[config.mk]
export PLATFORM = sky130hd
export DESIGN_NAME = spi_reg_loader
export DESIGN_NICKNAME = d
export VERILOG_FILES = /design/src/rtl/spi_loader_pkg.sv /design/src/rtl/sync_bits.sv /design/src/rtl/serial_capture.sv /design/src/rtl/write_issue.sv /design/src/rtl/spi_reg_loader.sv
export SDC_FILE = /design/constraint.sdc
export NUM_CORES = 1
export LEC_CHECK = 0
export ABC_AREA = 1
export ABC_CLOCK_PERIOD_IN_PS = 1700
export BUFFER_PORTS_ARGS = -buffer_cell sky130_fd_sc_hd__buf_2
export CAP_MARGIN = 20
export CORE_UTILIZATION = 45
export CTS_BUF_LIST = sky130_fd_sc_hd__clkbuf_4 sky130_fd_sc_hd__clkbuf_8
export DETAILED_ROUTE_END_ITERATION = 16
export PLACE_DENSITY_LB_ADDON = 0.25
export SETUP_SLACK_MARGIN = 0.3
export SLEW_MARGIN = 20
export SYNTH_ARGS = -nofsm -noshare
export SYNTH_HDL_FRONTEND = slang
export SYNTH_SLANG_ARGS = --single-unit
[constraint.sdc]
create_clock -name clk -period 1.7 [get_ports clk]
set_clock_uncertainty 0.2 [all_clocks]
set_input_delay 0.34 -clock clk [delete_from_list [all_inputs] [get_ports clk]]
set_output_delay 0.34 -clock clk [all_outputs]
set_load 0.05 [all_outputs]
[src/rtl/spi_loader_pkg.sv]
package spi_loader_pkg;
  localparam int unsigned REG_ADDR_W = 16;
  localparam int unsigned REG_DATA_W = 16;
  localparam int unsigned FRAME_W    = REG_ADDR_W + REG_DATA_W;
  localparam int unsigned CNT_W      = $clog2(FRAME_W + 1);

  typedef struct packed {
    logic [REG_ADDR_W-1:0] addr;
    logic [REG_DATA_W-1:0] data;
  } reg_write_t;

  // Older half of the window is the address, newer half the value.
  function automatic reg_write_t split_frame(input logic [FRAME_W-1:0] win);
    reg_write_t w;
    w.addr = win[FRAME_W-1 -: REG_ADDR_W];
    w.data = win[REG_DATA_W-1:0];
    return w;
  endfunction

  // Bit counter that stops once a whole frame has been seen.
  function automatic logic [CNT_W-1:0] bump_count(input logic [CNT_W-1:0] cnt);
    if (cnt >= CNT_W'(FRAME_W)) return CNT_W'(FRAME_W);
    return cnt + CNT_W'(1);
  endfunction
endpackage

[src/rtl/sync_bits.sv]
module sync_bits #(
  parameter int unsigned WIDTH     = 1,
  parameter int unsigned STAGES    = 2,
  parameter logic [WIDTH-1:0] RESET_VAL = '0
) (
  input  logic             clk,
  input  logic             rst_n,
  input  logic [WIDTH-1:0] d,
  output logic [WIDTH-1:0] q
);
  logic [WIDTH-1:0] chain [STAGES];

  always_ff @(posedge clk or negedge rst_n) begin
    if (!rst_n) begin
      for (int i = 0; i < int'(STAGES); i++) chain[i] <= RESET_VAL;
    end else begin
      chain[0] <= d;
      for (int i = 1; i < int'(STAGES); i++) chain[i] <= chain[i-1];
    end
  end

  assign q = chain[STAGES-1];
endmodule

[src/rtl/serial_capture.sv]
module serial_capture
  import spi_loader_pkg::*;
(
  input  logic               clk,
  input  logic               rst_n,
  input  logic               s_ss_n,
  input  logic               s_sclk,
  input  logic               s_mosi,
  output logic               frame_end,
  output logic               frame_full,
  output logic [FRAME_W-1:0] frame_bits
);
  logic             ss_prev, sclk_prev;
  logic             ss_fall, sclk_rise;
  logic [FRAME_W-1:0] window;
  logic [CNT_W-1:0]   bit_count;

  assign ss_fall   = ss_prev & ~s_ss_n;
  assign frame_end = ~ss_prev & s_ss_n;
  assign sclk_rise = s_sclk & ~sclk_prev & ~s_ss_n;

  always_ff @(posedge clk or negedge rst_n) begin
    if (!rst_n) begin
      ss_prev   <= 1'b1;
      sclk_prev <= 1'b0;
      window    <= '0;
      bit_count <= '0;
    end else begin
      ss_prev   <= s_ss_n;
      sclk_prev <= s_sclk;
      if (ss_fall) begin
        window    <= '0;
        bit_count <= '0;
      end else if (sclk_rise) begin
        window    <= {window[FRAME_W-2:0], s_mosi};
        bit_count <= bump_count(bit_count);
      end
    end
  end

  assign frame_full = (bit_count == CNT_W'(FRAME_W));
  assign frame_bits = window;

  AST_COUNT_SATURATES: assert property (@(posedge clk) disable iff (!rst_n)
    bit_count <= CNT_W'(FRAME_W)) else $error("count past frame");
  AST_CLEAR_AT_START: assert property (@(posedge clk) disable iff (!rst_n)
    ss_fall |=> (bit_count == '0)) else $error("no clear at frame start");
  AST_IDLE_NO_SHIFT: assert property (@(posedge clk) disable iff (!rst_n)
    s_ss_n |=> $stable(window)) else $error("shift while idle");
endmodule

[src/rtl/write_issue.sv]
module write_issue
  import spi_loader_pkg::*;
(
  input  logic                  clk,
  input  logic                  rst_n,
  input  logic                  frame_end,
  input  logic                  frame_full,
  input  logic [FRAME_W-1:0]    frame_bits,
  output logic                  wr_en,
  output logic [REG_ADDR_W-1:0] wr_addr,
  output logic [REG_DATA_W-1:0] wr_data
);
  logic       fire;
  reg_write_t cmd;

  assign fire = frame_end & frame_full;
  assign cmd  = split_frame(frame_bits);

  always_ff @(posedge clk or negedge rst_n) begin
    if (!rst_n) begin
      wr_en   <= 1'b0;
      wr_addr <= '0;
      wr_data <= '0;
    end else begin
      wr_en <= fire;
      if (fire) begin
        wr_addr <= cmd.addr;
        wr_data <= cmd.data;
      end
    end
  end

  AST_STROBE_ONE_CYCLE: assert property (@(posedge clk) disable iff (!rst_n)
    wr_en |=> !wr_en) else $error("strobe too long");
  AST_STROBE_AFTER_END: assert property (@(posedge clk) disable iff (!rst_n)
    wr_en |-> $past(frame_end)) else $error("strobe without frame end");
  AST_FIELDS_HOLD: assert property (@(posedge clk) disable iff (!rst_n)
    !fire |=> $stable(wr_addr) && $stable(wr_data)) else $error("fields moved");
endmodule

[src/rtl/spi_reg_loader.sv]
module spi_reg_loader
  import spi_loader_pkg::*;
#(
  parameter int unsigned SYNC_STAGES = 2
) (
  input  logic                  clk,
  input  logic                  rst_n,
  input  logic                  spi_ss_n,
  input  logic                  spi_sclk,
  input  logic                  spi_mosi,
  output logic                  wr_en,
  output logic [REG_ADDR_W-1:0] wr_addr,
  output logic [REG_DATA_W-1:0] wr_data
);
  logic [2:0]         sync_out;
  logic               frame_end, frame_full;
  logic [FRAME_W-1:0] frame_bits;

  // bit 2: select (idles high), bit 1: serial clock, bit 0: data
  sync_bits #(.WIDTH(3), .STAGES(SYNC_STAGES), .RESET_VAL(3'b100)) u_sync (
    .clk(clk), .rst_n(rst_n),
    .d({spi_ss_n, spi_sclk, spi_mosi}),
    .q(sync_out)
  );

  serial_capture u_cap (
    .clk(clk), .rst_n(rst_n),
    .s_ss_n(sync_out[2]), .s_sclk(sync_out[1]), .s_mosi(sync_out[0]),
    .frame_end(frame_end), .frame_full(frame_full), .frame_bits(frame_bits)
  );

  write_issue u_wr (
    .clk(clk), .rst_n(rst_n),
    .frame_end(frame_end), .frame_full(frame_full), .frame_bits(frame_bits),
    .wr_en(wr_en), .wr_addr(wr_addr), .wr_data(wr_data)
  );

  AST_NO_STROBE_IN_FRAME: assert property (@(posedge clk) disable iff (!rst_n)
    wr_en |-> sync_out[2]) else $error("strobe inside frame");
endmodule

# After elaboration in Yosys (flattened, before gate mapping)
# Index checks and enable logic that the tools add are counted.
[totals]
elab_cells = 30
ff_bits = 79
input_bits = 5
out_inout_bits = 33
[classes]
muxes = 9
n_lt_le_gt_ge = 1
bitwise = 8
reduce_logical = 1
add_sub_neg = 1
eq_ne = 1
[op_table]
columns = ["op", "count"]
rows = [
  ["32-bit two-way mux", 2],
  ["6-bit two-way mux", 4],
  ["6-bit by 1-bit adder with 6-bit output (second input constant)", 1],
  ["6-bit == test (second input constant)", 1],
  ["6-bit greater-or-equal comparator (second input constant)", 1],
  ["1-bit AND", 5],
  ["1-bit two-way mux", 3],
  ["1-bit inverter", 3],
  ["2-bit nonzero test", 1],
]

# Depth between registers and ports, before layout
[logic_depth]
ltp_word = 8
mapped_depth = 9

# Cells and area by module
# From an unflattened synthesis, not the netlist that was laid out.
[unflattened]
cells_unflattened = 337
area_unflattened_um2 = 3281.9
[modules_own_cells]
columns = ["module", "cells_each", "instances", "area_per_inst_um2", "seq_area_each_um2"]
rows = [
  ["serial_capture", 186, 1, 1762.9, 1002.2],
  ["write_issue", 142, 1, 1343.8, 825.8],
  ["sync_bits", 9, 1, 175.2, 152.6],
]

# Worst setup path before layout
# No wires, ideal clock.
[synth_path]
path_type = "reg2reg"
startpoint = "reg u_cap.bit_count[0]"
endpoint = "reg u_wr.wr_data[10]"
path_stages_with_launch = 10
slack_ps = 39
synth_period_minus_slack_ps = 1661
n_path_buf = 1
t_arrival_ps = 1342
required_time_ps = 1381
path_cell_list = "dfrtp_1 inv_1 ha_1 clkinv_1 or2_4 nor2_8 nand2_4 buf_6 nand2_1 nand2_1"
[synth_via]
elab_chain_cells = 2
[synth_rtl]
columns = ["item", "line_no", "text"]
rows = [
  ["start: declaration", "serial_capture.sv:16", "logic [CNT_W-1:0] bit_count;"],
  ["start signal: assignment", "serial_capture.sv:36", "bit_count <= bump_count(bit_count);"],
  ["6-bit == test", "serial_capture.sv:41", "assign frame_full = (bit_count == CNT_W'(FRAME_W));"],
  ["1-bit AND", "write_issue.sv:16", "assign fire = frame_end & frame_full;"],
  ["end signal: assignment", "write_issue.sv:28", "wr_data <= cmd.data;"],
  ["end: declaration", "write_issue.sv:11", "output logic [REG_DATA_W-1:0] wr_data"],
]
# Every way passes these cells.
# A chain may end at the register's enable or synchronous reset.

# Final worst setup path
[layout_path]
startpoint = "reg u_cap.bit_count[0]"
endpoint = "reg u_wr.wr_addr[11]"
[layout_via]
elab_chain_cells = 2
[layout_rtl]
columns = ["item", "line_no", "text"]
rows = [
  ["6-bit == test", "serial_capture.sv:41", ""],
  ["1-bit AND", "write_issue.sv:16", ""],
  ["end signal: assignment", "write_issue.sv:27", "wr_addr <= cmd.addr;"],
  ["end: declaration", "write_issue.sv:10", "output logic [REG_ADDR_W-1:0] wr_addr,"],
]
# Every way passes these cells.

==> impl_results.md <==
- CP Class: reg -> reg
- Seq cells post-synth: 79
- Pwr/cell area: approximately 750 nW/µm²
- Leak pwr: 2.75 nW
- Clk sinks: between 70 and 80
- Cell count after synthesis: 343
- Setup crit start: u_cap.bit_count[0]$_DFFE_PN0P_
- Fill cell count: between 300 and 400
- Antenna Nets Post-Route: 0
- Syn Nets: 350
- Final setup viols: 22
- Layout Cells excl Fill: 551
- Commonest non-fill, non-tap cell in the layout: nand2_1
- N_diodes: 0
- Final setup TNS: -0.495 ns
- Worst hold stages: 0
- Number of CTS-inserted buffers: 9
- CP max-delay cell: dfrtp_1
- Fmax: 570 MHz
- Number of buffers and inverters on the critical path: 4
- Synth Area in XOR/XNOR: 0.276%
- Die area: about 7400 µm²
- Hold EP: u_sync.q[0]$_DFF_PN0_
- DR vias: 2924
- Clock Latency Late Sink: 0.34 ns
- Final Power: roughly 0.0039 W
- Drt total wl: 10.0 mm
- Clock Path Buffers: 2
- CP max FO: 8
- Util after Layout: 77.0%
- Vias in the first global route: approximately 2.8k
- Clk root buf: clkbuf_8
- # nets final: 457
- Gpl congestion: about 0.75
- Max-cap check violation count: 0
- CP required: 1.78 ns
- Top Ports: 38
- Area delta synth->final: 64.7%
- Total gr overflow: 0
- Outcome: finished with violations
- Iter 0 DRT Violations: roughly 240
- TritonRoute pass-1 iters: 4
- Initial Util: 46.8%
- Reg2Reg Depth: 9
- Cell area after layout: 5230 µm²
- Min cycle time layout: 1.76 ns
- Wire length per cell: 18.2 µm
- YS warnings: 0
- Hold_sp: u_sync.chain[3]$_DFF_PN0_
- Most frequent cells in the layout: nand2_1 (82), dfrtp_1 (76), nand3_1 (45)
- R2R Path End: u_wr.wr_addr[11]$_DFFE_PN0P_
- R2R Setup Slk: -0.06 ns
- Post-Syn Area: 3180 µm²
- Worst Setup End Kind: flip-flop
- I/O Buffers: 37
- H-Tree Depth: 3
- Max-Slew Margin vs Limit: 79.1%
- Pin count of the biggest net entering global routing: 44
- HP Class: reg -> reg
- Syn Area/Cell: 9.27 µm²
- Worst path arrival time: 1.83 ns
- R2r startpoint: u_cap.bit_count[0]$_DFFE_PN0P_
- Setup crit start kind: flip-flop
- DPL Wire Length: 3.81 mm
- Share of the yosys chip area belonging to registers: between 60 and 70%
- Post-synthesis cell type count: 24
- RSZ-0062 raised after global routing: true
- Rows: 30
- Placeable Area: roughly 6800 µm²
- Final hold vios: 0
- Die Ht: 86.0 µm
- GR Util All Layers: 24.3%
- Area after DPL: approximately 3600 µm²
- Final worst slack: -0.0552 ns
- DRC viols: 0
- VDD IR max: roughly 0.44 mV
- First-pass GRT wire length: around 14 mm
- Initial antenna violation count: 0
- Worst-Margin Slew: between 0.3 and 0.4 ns
- Synth Area in Adders: 0.787%
- Fin crit share: 103%
- CTS tree: built
- DR vias/cell: ~5.3
- CP peak stage delay: 0.40 ns
- Crit path cell chain: inv_2, ha_4, inv_4, or2_4, nor2_8, buf_12, clkbuf_16, nand3_1, nand2_1
- Failing checks: negative setup slack
- Clock-pin transition on the worst setup and hold timing paths: 0.08 ns
- Final Max Slew Viols: 0
- Placed cells: 474
- Synth Area in Compound Gates: under 10%
- Die X-Extent: 86.0 µm
- CP top delay family: simple AND/OR/NAND/NOR gates
- Largest family of logic cells by synthesized area: simple AND/OR/NAND/NOR gates
- Post-synthesis simple-gate area fraction: between 30% and 40%
- Layout cell share with drive strength beyond 1: 50.8%
- Mux cell area share after synthesis: 0%
-- synth_stat cells --
cell	count	area [µm²]
nand2_1	144	541
a21oi_1	1	5.00
nor2_1	5	18.8
nor2_8	1	20.0
nand4_1	1	6.26
clkbuf_1	2	7.51
nor3_4	1	16.3
nand2_4	1	11.3
buf_6	3	33.8
dfstp_2	3	78.8
buf_4	3	22.5
inv_1	11	41.3
o22ai_1	1	6.26
ha_1	2	25.0
nand3_1	65	325
o21ai_0	4	20.0
dfrtp_1	76	1900
buf_2	10	50.1
xnor2_1	1	8.76
or2_4	1	8.76
nand2_2	1	6.26
clkinv_1	1	3.75
o21ai_1	1	5.00
inv_2	4	15.0
-- routing by layer --
layer	vias up	track usage [%]	wire length, µm
li1	1316	-	-
met1	1443	31.4	3810
met2	132	41.2	5140
met3	33	5.10	751
met4	0	7.58	307
met5	-	0	0
-- sequential cells by signal (all words and copies together), names as in the netlist --
signal / flops
u_wr.wr_en: 1
u_cap.ss_prev: 1
u_wr.wr_addr: 16
u_sync.q: 3
u_cap.bit_count: 6
u_wr.wr_data: 16
u_sync.chain: 3
u_cap.sclk_prev: 1
u_cap.frame_bits: 32
-- area by class of cell --
class                   instances  area, µm²  area share (%)
clock buffers                  12        159            3.04
clock inverters                 4       28.8           0.550
inverters                      16       70.1            1.34
multi-input cells             233       1520            29.0
flip-flops and latches         79       1980            37.8
well taps                      96        120            2.29
repair buffers                111       1360            25.9
-- worst max-delay path by stage --
stage                                           to  slack [ns]  cells after the start
floorplan             u_wr.wr_data[11]$_DFFE_PN0P_        0.06                      9
global placement    u_cap.bit_count[5]$_DFFE_PN0P_       -0.04                      6
detailed placement    u_wr.wr_data[15]$_DFFE_PN0P_       -0.06                      8
CTS                   u_wr.wr_addr[11]$_DFFE_PN0P_       0.004                      9
global route           u_wr.wr_addr[0]$_DFFE_PN0P_       -0.11                      7
finish                u_wr.wr_addr[11]$_DFFE_PN0P_       -0.06                      9
-- where the power goes --
part	internal (W)	leakage, nW	switching, W	total [W]
clock	0.000630	0.0924	0.000692	0.00132
combinational	0.000341	1.58	0.000367	0.000708
sequential	0.00190	1.08	0.0000195	0.00192
total	0.00287	2.75	0.00108	0.00395
-- repair_timing --
action / CTS / global route
endpoints found under the hold margin: 24 / 0
pin swaps: 7 / 17
setup buffers: 25 / 18
endpoints found under the setup margin: 104 / 104
cloned: 9 / 5
gates resized for setup: 124 / 88
hold buffers: 4 / 0
-- stage by stage --
| step | hold slack [ns] | setup WS (ns) |
|---|---|---|
| floorplan | -0.156 | 0.0643 |
| global placement | 0.0493 | -0.0427 |
| detailed placement | 0.0555 | -0.0624 |
| CTS | 0.154 | 0.00366 |
| global route | 0.165 | -0.113 |
| finish | 0.156 | -0.0552 |
-- kinds of logic (layout without fill, tap and decap cells) --
logic type	Yosys count	after routing
flip-flops	79	79
AO/OA/AOI/OAI	7	7
AND/OR/NAND/NOR	220	223
XOR/XNOR	1	1
buffers and inverters	34	143
adder cells (fa/ha/maj)	2	2
Note: power is estimated with default switching activity, not from simulation.
